**config.mk**
```make
export PLATFORM = sky130hd
export DESIGN_NAME = baud_div_top
export DESIGN_NICKNAME = d
export VERILOG_FILES = /design/src/rtl/baud_div_pkg.sv /design/src/rtl/bdiv_latches.sv /design/src/rtl/bdiv_reload.sv /design/src/rtl/bdiv_counter.sv /design/src/rtl/baud_div_top.sv
export SDC_FILE = /design/constraint.sdc
export NUM_CORES = 1
export LEC_CHECK = 0
export ABC_CLOCK_PERIOD_IN_PS = 1900
export CORE_MARGIN = 5
export CORE_UTILIZATION = 45
export CTS_CLUSTER_SIZE = 25
export DETAILED_ROUTE_END_ITERATION = 10
export HOLD_SLACK_MARGIN = 0.03
export PLACE_DENSITY = 0.66
export RECOVER_POWER = 25
export SYNTH_ARGS = -nofsm -noshare
export SYNTH_HDL_FRONTEND = slang
export SYNTH_SLANG_ARGS = --single-unit
```
**constraint.sdc**
```tcl
create_clock -name clk -period 1.9 [get_ports clk]
set_input_delay 0.38 -clock clk [delete_from_list [all_inputs] [get_ports clk]]
set_output_delay 0.38 -clock clk [all_outputs]
set_load 0.01 [all_outputs]
```
**src/rtl/baud_div_pkg.sv**
```systemverilog
package baud_div_pkg;

    // How a divisor value is turned into an output waveform.
    typedef enum logic [1:0] {
        MODE_DIV3   = 2'd0,   // divisor 0: fixed divide-by-3
        MODE_INVCLK = 2'd1,   // divisor 1: inverted reference
        MODE_DIV2   = 2'd2,   // divisor 2: half-rate square wave
        MODE_COUNT  = 2'd3    // divisor >= 3: one pulse per N cycles
    } div_mode_e;

    function automatic div_mode_e classify(input logic [15:0] div);
        if (div == 16'd0)      return MODE_DIV3;
        else if (div == 16'd1) return MODE_INVCLK;
        else if (div == 16'd2) return MODE_DIV2;
        else                   return MODE_COUNT;
    endfunction

endpackage

```
**src/rtl/bdiv_latches.sv**
```systemverilog
module bdiv_latches #(
    parameter int DIV_W  = 16,
    parameter int BYTE_W = 8,
    localparam int NB    = DIV_W / BYTE_W,
    localparam int SEL_W = (NB > 1) ? $clog2(NB) : 1
) (
    input  logic              clk,
    input  logic              rst_n,
    input  logic              wr_en,
    input  logic [SEL_W-1:0]  wr_sel,
    input  logic [BYTE_W-1:0] wr_data,
    output logic [DIV_W-1:0]  div_q_o,
    output logic [DIV_W-1:0]  div_d_o,
    output logic              load_o
);

    typedef struct packed {
        logic [NB-1:0][BYTE_W-1:0] bytes;
    } lat_s;

    lat_s st_q, st_d;

    always_comb begin
        st_d = st_q;
        for (int i = 0; i < NB; i++) begin
            if (wr_en && (wr_sel == SEL_W'(i))) begin
                st_d.bytes[i] = wr_data;
            end
        end
    end

    always_ff @(posedge clk or negedge rst_n) begin
        if (!rst_n) st_q <= '0;
        else        st_q <= st_d;
    end

    assign div_q_o = st_q.bytes;
    assign div_d_o = st_d.bytes;
    assign load_o  = wr_en;

    p_hold_r8: assert property (@(posedge clk) disable iff (!rst_n)
        !wr_en |=> $stable(div_q_o));

    p_low_write_r2: assert property (@(posedge clk) disable iff (!rst_n)
        (wr_en && wr_sel == '0) |=> (div_q_o[BYTE_W-1:0] == $past(wr_data)));

endmodule

```
**src/rtl/bdiv_reload.sv**
```systemverilog
module bdiv_reload
    import baud_div_pkg::*;
#(
    parameter int DIV_W = 16
) (
    input  logic [DIV_W-1:0] div_i,
    output logic [DIV_W-1:0] reload_o,
    output logic             invclk_o
);

    div_mode_e mode;

    always_comb begin
        mode = classify(16'(div_i));
        unique case (mode)
            MODE_DIV3:   reload_o = DIV_W'(2);
            MODE_INVCLK: reload_o = '0;
            MODE_DIV2:   reload_o = DIV_W'(1);
            default:     reload_o = div_i - DIV_W'(1);
        endcase
        invclk_o = (mode == MODE_INVCLK);
    end

endmodule

```
**src/rtl/bdiv_counter.sv**
```systemverilog
module bdiv_counter #(
    parameter int DIV_W      = 16,
    parameter int RST_RELOAD = 2
) (
    input  logic             clk,
    input  logic             rst_n,
    input  logic             load_i,
    input  logic [DIV_W-1:0] reload_i,
    input  logic             invclk_i,
    output logic             pulse_o,
    output logic             invclk_o
);

    typedef struct packed {
        logic [DIV_W-1:0] cnt;
        logic             pulse;
        logic             invclk;
    } cnt_s;

    cnt_s st_q, st_d;

    always_comb begin
        st_d       = st_q;
        st_d.pulse = 1'b0;
        if (load_i) begin
            st_d.cnt    = reload_i;
            st_d.invclk = invclk_i;
        end else if (st_q.cnt == '0) begin
            st_d.cnt   = reload_i;
            st_d.pulse = 1'b1;
        end else begin
            st_d.cnt = st_q.cnt - DIV_W'(1);
        end
    end

    always_ff @(posedge clk or negedge rst_n) begin
        if (!rst_n) begin
            st_q.cnt    <= DIV_W'(RST_RELOAD);
            st_q.pulse  <= 1'b0;
            st_q.invclk <= 1'b0;
        end else begin
            st_q <= st_d;
        end
    end

    assign pulse_o  = st_q.pulse;
    assign invclk_o = st_q.invclk;

    p_cnt_within_r4: assert property (@(posedge clk) disable iff (!rst_n)
        !load_i |-> (st_q.cnt <= reload_i));

    p_pulse_single_r4: assert property (@(posedge clk) disable iff (!rst_n)
        (st_q.pulse && reload_i != '0) |=> !st_q.pulse);

endmodule

```
**src/rtl/baud_div_top.sv**
```systemverilog
module baud_div_top #(
    parameter int DIV_W  = 16,
    parameter int BYTE_W = 8,
    localparam int NB    = DIV_W / BYTE_W,
    localparam int SEL_W = (NB > 1) ? $clog2(NB) : 1
) (
    input  logic              clk,
    input  logic              rst_n,
    input  logic              wr_en,
    input  logic [SEL_W-1:0]  wr_sel,
    input  logic [BYTE_W-1:0] wr_data,
    output logic              baud_o
);

    logic [DIV_W-1:0] div_q, div_d, reload;
    logic             load, invclk_d, invclk_q, pulse;

    bdiv_latches #(.DIV_W(DIV_W), .BYTE_W(BYTE_W)) u_latches (
        .clk     (clk),
        .rst_n   (rst_n),
        .wr_en   (wr_en),
        .wr_sel  (wr_sel),
        .wr_data (wr_data),
        .div_q_o (div_q),
        .div_d_o (div_d),
        .load_o  (load)
    );

    // Uses the incoming divisor so a write reloads with its new value;
    // with no write the incoming value equals the stored one.
    bdiv_reload #(.DIV_W(DIV_W)) u_reload (
        .div_i    (div_d),
        .reload_o (reload),
        .invclk_o (invclk_d)
    );

    bdiv_counter #(.DIV_W(DIV_W), .RST_RELOAD(2)) u_counter (
        .clk      (clk),
        .rst_n    (rst_n),
        .load_i   (load),
        .reload_i (reload),
        .invclk_i (invclk_d),
        .pulse_o  (pulse),
        .invclk_o (invclk_q)
    );

    assign baud_o = invclk_q ? ~clk : pulse;

    p_write_quiets_r3: assert property (@(posedge clk) disable iff (!rst_n)
        wr_en |=> !pulse);

    p_invclk_tracks_r7: assert property (@(posedge clk) disable iff (!rst_n)
        invclk_q |-> (div_q == DIV_W'(1)));

endmodule

```
# Word-level counts from Yosys, hierarchy flattened
# Index checks and enable logic that the tools add are counted.
word_totals:
  regBits: 34
  latchBits: 0
  mem_bits_rw: 0
  mem_bits_ro: 0
  inputBits: 12
  output_inout_bits: 1
  wordCells: 29
  memories: 0
op_classes:
  n_addsub: 2
  mul: 0
  div_mod_pow: 0
  order_cmp: 0
  n_eq_ne: 4
  shifts: 0
  muxes: 11
  bitwise: 2
  reduce_logical: 5
op_table:
  columns: ["operator", "n"]
  rows:
  - ["one-hot mux 16 bit (3 select lines)", 1]
  - ["logical NOT 16 bit", 2]
  - ["two-way mux 16 bit", 2]
  - ["subtractor 16 x 1 -> 16 bit (second input constant)", 2]
  - ["equality test 16 x 1 -> 1 bit (second input constant)", 1]
  - ["equality test 16 x 2 -> 1 bit (second input constant)", 1]
  - ["two-way mux 8 bit", 2]
  - ["two-way mux 1 bit", 4]
  - ["two-way mux 2 bit", 2]
  - ["equality test 2 x 1 -> 1 bit (second input constant)", 1]
  - ["equality test 2 bit (second input constant)", 1]
  - ["logical AND 1 bit", 2]
  - ["logical NOT 2 bit", 1]
  - ["inverter 1 bit", 2]

# Logic depth before layout (Yosys ltp)
# Gate-level depths: netlist of run 1.
depth:
  word_depth: 11
  depth_mapped: 11
  depth_no_buf: 8

# Modules after synthesis
# From an unflattened synthesis of run 1, not the netlist that was laid out.
unflattened:
  cells_unflattened: 203
  area_unflattened_um2: 2088.3
by_module_without_submodules:
  columns: ["module", "n_inst", "cells_per_inst", "area_per_inst_um2", "seq_area_each_um2"]
  rows:
  - ["bdiv_counter", 1, 100, 996.0, 451.7]
  - ["bdiv_latches", 1, 36, 649.4, 400.4]
  - ["bdiv_reload", 1, 65, 429.2, 0.0]
  - ["baud_div_top", 1, 2, 13.8, 0.0]

==> results.txt, run 1 <==
Outcome: complete, but fails checks
Failing checks: negative setup slack
Post-layout min period: 2.12 ns
Fin Hold WS: 0.541 ns
Post-route cell area: 0.00310 sq mm
Cell Count, Final, Fillers Out: 337
Area of the multi-input gates: 0.00129 sq mm
# fillers: 324
Number of synthesized flops with an enable pin: 0
Max Fanout on Critical Path: 3
Final #Nets: 299
Sequential area share after synthesis: 42.7%
Gr ovfl total: 0
Pwr Total: 2.76 mW
HP Start: u_latches.div_q_o[9]
Flip-flop and latch area: 852 sq um
Ant. Diodes: 0
Area grow syn2layout: 55.5%
Starting Density: 46.1%
WL per Instance: 18.2 microns
Fin util: 71.7%
Total number of vias: 1836
Initial antenna violation count: 0
Die width: 76.6 microns
Synth Net Count: 213
Pins Over Slew Limit: 0
Crit share post-route: 111%
HP Class: reg2reg
Crit Path Category: reg2reg
Synth async-reset ratio: 100%
Total die area: 0.00586 sq mm
Final WL: 6120 microns
Synth Area per Inst: 10.1 sq um
Synth Flop Type: dfrtp_1
Routability cong.: 0.864
Met3 Wirelength: 265 microns
Num ports: 13
Leakage: 1.40 nW
Max-Slew Margin vs Limit: 44.2%
DP Wirelength: 4050 microns
First-pass GRT wire length: 10200 microns
Vias/cell: 5.45
CORE AREA: 0.00432 sq mm
Inst Count DP: 315
Drt first pass iters: 5
Final Hold Viols: 0
CTS tree: yes
Num rows: 24
Crit end category: register
Layout cells sized above 1: 44.6%
Maximum VDD drop: 0.597 mV
Final Setup Violations: 16
Setup Slack @ Placement: -0.736 ns
Final TNS setup: -2.37 ns
Crit-path slowest cell: or4_4
Clk slew on worst S/H paths: 0.08 ns
Antenna-violating nets left: 0
Setup Skew: 0.0137 ns
Die span in y: 76.6 microns
Netlist cell types: 42
FMAX: 472 MHz
Total track usage: 22.7%
Syn. warnings: 0
Cells after Synth: 198
Vias in the first global route: 2080
R2r startpoint: u_counter.st_q[4]
CP Data Required Time: 2.23 ns
Measured slew at the worst slew-check pin: 0.837 ns
Crit path from: u_counter.st_q[4]
Crit path launch type: register
Worst skew pair latency: 0.41 ns
Unrepaired setup endpoints after global routing: true
DRT met1 WL: 2610 microns
Met2 Wirelength: 3070 microns
Critical path arrival: 2.45 ns
Port bufs: 12
Power density cells: 890 mW/mm^2
Max stage delay on crit path: 0.56 ns
Cell Chain, Critical Path: or4_4 > nor4_4 > nand2_2 > o21bai_4 > or4b_4 > o221ai_2
Initial DRC count: 65
Drt drc: 0
Final WS setup: -0.218 ns
Largest net degree at the start of global routing: 35
Synthesized cell area: 0.00199 sq mm
Post-CTS Hold Fix Bufs: 0
Post-DP Area: 0.00264 sq mm
Highest metal used: met4
Yosys reg bits: 34
Max Cap Viol: 0
## repair_timing
action                                 4_1_cts  5_1_grt
pin swaps                                   12        2
setup buffers                               10        1
setup endpoints to repair                   17       17
gates resized for setup                     44        8
endpoints found under the hold margin        0        0
cloned                                       2        0
## cell type report
| cell class | count | area share [%] |
|---|---|---|
| inverters | 13 | 1.57 |
| repair buffers | 79 | 22.1 |
| well taps | 52 | 2.10 |
| flip-flops and latches | 34 | 27.5 |
| clock buffers | 12 | 5.04 |
| multi-input cells | 147 | 41.7 |
## final timing paths
kind	endpoint	slack, ns	cells after the start
min in group asynchronous	u_counter.st_q[15]	0.60	2
hold reg to reg	u_latches.div_q_o[9]	0.54	1
hold / removal	u_latches.div_q_o[9]	0.54	1
setup / recovery	u_counter.st_q[2]	-0.22	6
setup reg to reg	u_counter.st_q[2]	-0.22	6
max in group asynchronous	u_latches.div_q_o[7]	0.77	2
## critical path, delay by kind of cell, from the launching register on
family / cells / cell delay, ns
AO/OA/AOI/OAI: 2 / 0.26
flip-flops: 1 / 0.38
AND/OR/NAND/NOR: 4 / 1.40
## routing by layer
metal	global-route usage [%]	vias to the layer above
met1	27.5	901
li1	-	881
met4	9.79	0
met3	8.63	17
met2	35.9	37
met5	0	-
## power breakdown
group	total [mW]	switching (mW)	internal (mW)
clock	0.802	0.302	0.500
combinational	0.979	0.474	0.505
sequential	0.980	0.115	0.865
total	2.76	0.892	1.87
## synthesized netlist by cell type, types with 2 or more instances
master	count	share of area, %
a211oi_1	2	0.75
a21boi_0	3	1.1
buf_2	4	1.0
dfrtp_1	33	41
ha_1	3	1.9
inv_1	13	2.4
mux2_2	9	5.1
mux2i_1	13	6.5
nand2_1	10	1.9
nand2_2	2	0.63
nand2b_1	3	0.94
nand3_1	8	2.0
nand3b_1	4	1.5
nor2_1	20	3.8
nor3_1	6	1.5
nor4_1	3	0.94
nor4_4	2	2.1
nor4bb_1	2	1.0
o21ai_0	6	1.5
o22ai_1	11	3.5
xnor2_1	13	5.7
xor2_1	8	3.5
## cells by family (layout without fill, tap and decap cells)
logic type / count (synthesis) / in the layout / synth area share, %
buf+inv: 18 / 104 / 3.83
mux: 22 / 22 / 11.6
simple gates: 68 / 69 / 19.8
flops: 34 / 34 / 42.7
fa+ha+maj: 3 / 3 / 1.88
xor+xnor: 21 / 21 / 9.22
compound gates: 32 / 32 / 11.0
## flip-flops by register name (all words and copies together), names as in the netlist
name,flops
u_counter.invclk_o,1
u_counter.pulse_o,1
u_latches.div_q_o,16
u_counter.st_q,16
## layout by cell type, fill, tap and decap left out, drive strengths merged, types with 6 or more instances in the layout
cell type and instances:
dfrtp 33, xnor2 13, nor2 20, o21ai 6, mux2i 13, nand2 13
inv 13, clkbuf 12, nor3 6, clkdlybuf4s50 8, o22ai 11, xor2 8
buf 68, mux2 9, nand3 8
Note: power is estimated with default switching activity, not from simulation.
==> run 2, diff against run 1 <==
- REMOVE_ABC_BUFFERS: default -> 1
==> run 2 against run 1 <==
Effect of this change: the run still ends with negative setup slack left; non-clock buffer count is 6 higher; final cell count rose by 1.8%; register-to-register slack gained 0.05 ns; count of clock-buffer cells in the layout shrank 1; total power fell by 4.1%; sequential share of layout area barely moved; die area is the same; largest cell class unchanged; utilization fell by 0.087 points; hold slack got worse by 0.11 ns; maximum frequency grew 2.4%; sequential cell count is the same; global-route usage down 3.1 points.
==> results.txt, run 2 (synthesis gave the netlist of run 1 again) <==
Fin Hold WS: 0.432 ns
Crit path launch type: register
Clk slew on worst S/H paths: 0.07 ns
Crit-path slowest cell: or4_4
FMAX: 483 MHz
Measured slew at the worst slew-check pin: 0.832 ns
Failing checks: negative setup slack
First-pass GRT wire length: 9080 microns
Max Fanout on Critical Path: 8
Critical path arrival: 2.36 ns
Most common cell after layout, fill and taps aside: buf_4
DP Wirelength: 3680 microns
Maximum VDD drop: 0.548 mV
Commonest non-fill, non-tap cells in the layout: 66 x buf_4, 33 x dfrtp_1, 17 x nor2_1
Final #Nets: 305
WL per Instance: 16.0 microns
Crit Path Category: reg2reg
Starting Density: 46.1%
Total track usage: 19.6%
Ant. Diodes: 0
Leakage: 1.42 nW
Num ports: 13
Final Hold Viols: 0
Vias/cell: 5.31
Crit share post-route: 109%
Area grow syn2layout: 55.3%
Antenna-violating nets left: 0
Inst Count DP: 318
Final Setup Violations: 16
Initial antenna violation count: 0
Power density cells: 855 mW/mm^2
Crit end category: register
Unrepaired setup endpoints after global routing: true
Gr ovfl total: 0
Fin util: 71.6%
HP Class: in2reg
Outcome: complete, but fails checks
Largest net degree at the start of global routing: 35
Final WS setup: -0.169 ns
Layout cells sized above 1: 45.4%
Total number of vias: 1822
Final TNS setup: -1.66 ns
Pins Over Slew Limit: 0
Post-layout min period: 2.07 ns
Post-CTS Hold Fix Bufs: 0
Die span in y: 76.6 microns
Vias in the first global route: 1906
Drt first pass iters: 4
Port bufs: 12
Max-Slew Margin vs Limit: 44.6%
Worst skew pair latency: 0.40 ns
Cell Chain, Critical Path: or4_4 > nor4_4 > nand2_2 > o21bai_4 > buf_4 > buf_8 > nor2_1 > a31o_2
Max stage delay on crit path: 0.56 ns
Num rows: 24
Routability cong.: 0.839
CORE AREA: 0.00432 sq mm
Setup Skew: 0.00605 ns
# fillers: 310
Total die area: 0.00586 sq mm
CP Data Required Time: 2.19 ns
Max Cap Viol: 0
Setup Slack @ Placement: -0.689 ns
Initial DRC count: 95
Cell Count, Final, Fillers Out: 343
Drt drc: 0
Final WL: 5490 microns
Die width: 76.6 microns
CTS tree: yes
-- run 2: final cells by class --
type                    count  area [sq um]  area share (%)
multi-input cells         147          1310            42.1
repair buffers             85           689            22.3
clock inverters             1          5.00           0.162
well taps                  52          65.1            2.10
flip-flops and latches     34           852            27.5
inverters                  13          48.8            1.58
clock buffers              11           133            4.28
-- run 2: power by group --
group          switching, mW  leakage, nW  total [mW]  internal [mW]
sequential             0.108        0.409       0.974          0.865
clock                  0.285       0.0774       0.710          0.426
combinational          0.453        0.935       0.966          0.513
total                  0.846         1.42        2.65           1.80
-- run 2: metrics by stage --
stage | cell area, sq um | power [mW]
floorplan | 1970 | 1.39
global placement | 2620 | 1.76
detailed placement | 2620 | 1.77
CTS | 2950 | 2.58
global route | 3100 | 2.82
finish | 3100 | 2.65
-- run 2: routing by layer --
| layer | part of all wire [%] | vias up | track usage (%) |
|---|---|---|---|
| li1 | - | 890 | - |
| met1 | 44 | 892 | 25.2 |
| met2 | 51 | 31 | 31.2 |
| met3 | 3.7 | 9 | 6.62 |
| met4 | 1.1 | 0 | 5.77 |
| met5 | 0 | - | 0 |
-- run 2: timing repair --
action,in CTS,in global routing
cloned,1,0
endpoints found under the hold margin,0,0
pin swaps,11,8
setup buffers,7,7
gates resized for setup,41,26
setup endpoints to repair,17,17
-- run 2: worst max-delay path, delay by kind of cell, from the launching register on --
kind            cells  cell delay [ns]
simple gates        4             0.94
flops               1             0.39
compound gates      2             0.36
buf+inv             2             0.28
-- run 2: worst paths after layout --
kind,startpoint,to,slack [ns],depth (start not counted)
min,wr_data[3],u_latches.div_q_o[11],0.43,2
max reg2reg,u_counter.st_q[4],u_counter.st_q[7],-0.17,8
max,u_counter.st_q[4],u_counter.st_q[7],-0.17,8
min in group asynchronous,rst_n,u_latches.div_q_o[10],0.62,2
max in group asynchronous,rst_n,u_latches.div_q_o[13],0.75,2
min reg2reg,u_latches.div_q_o[7],u_latches.div_q_o[7],0.53,1
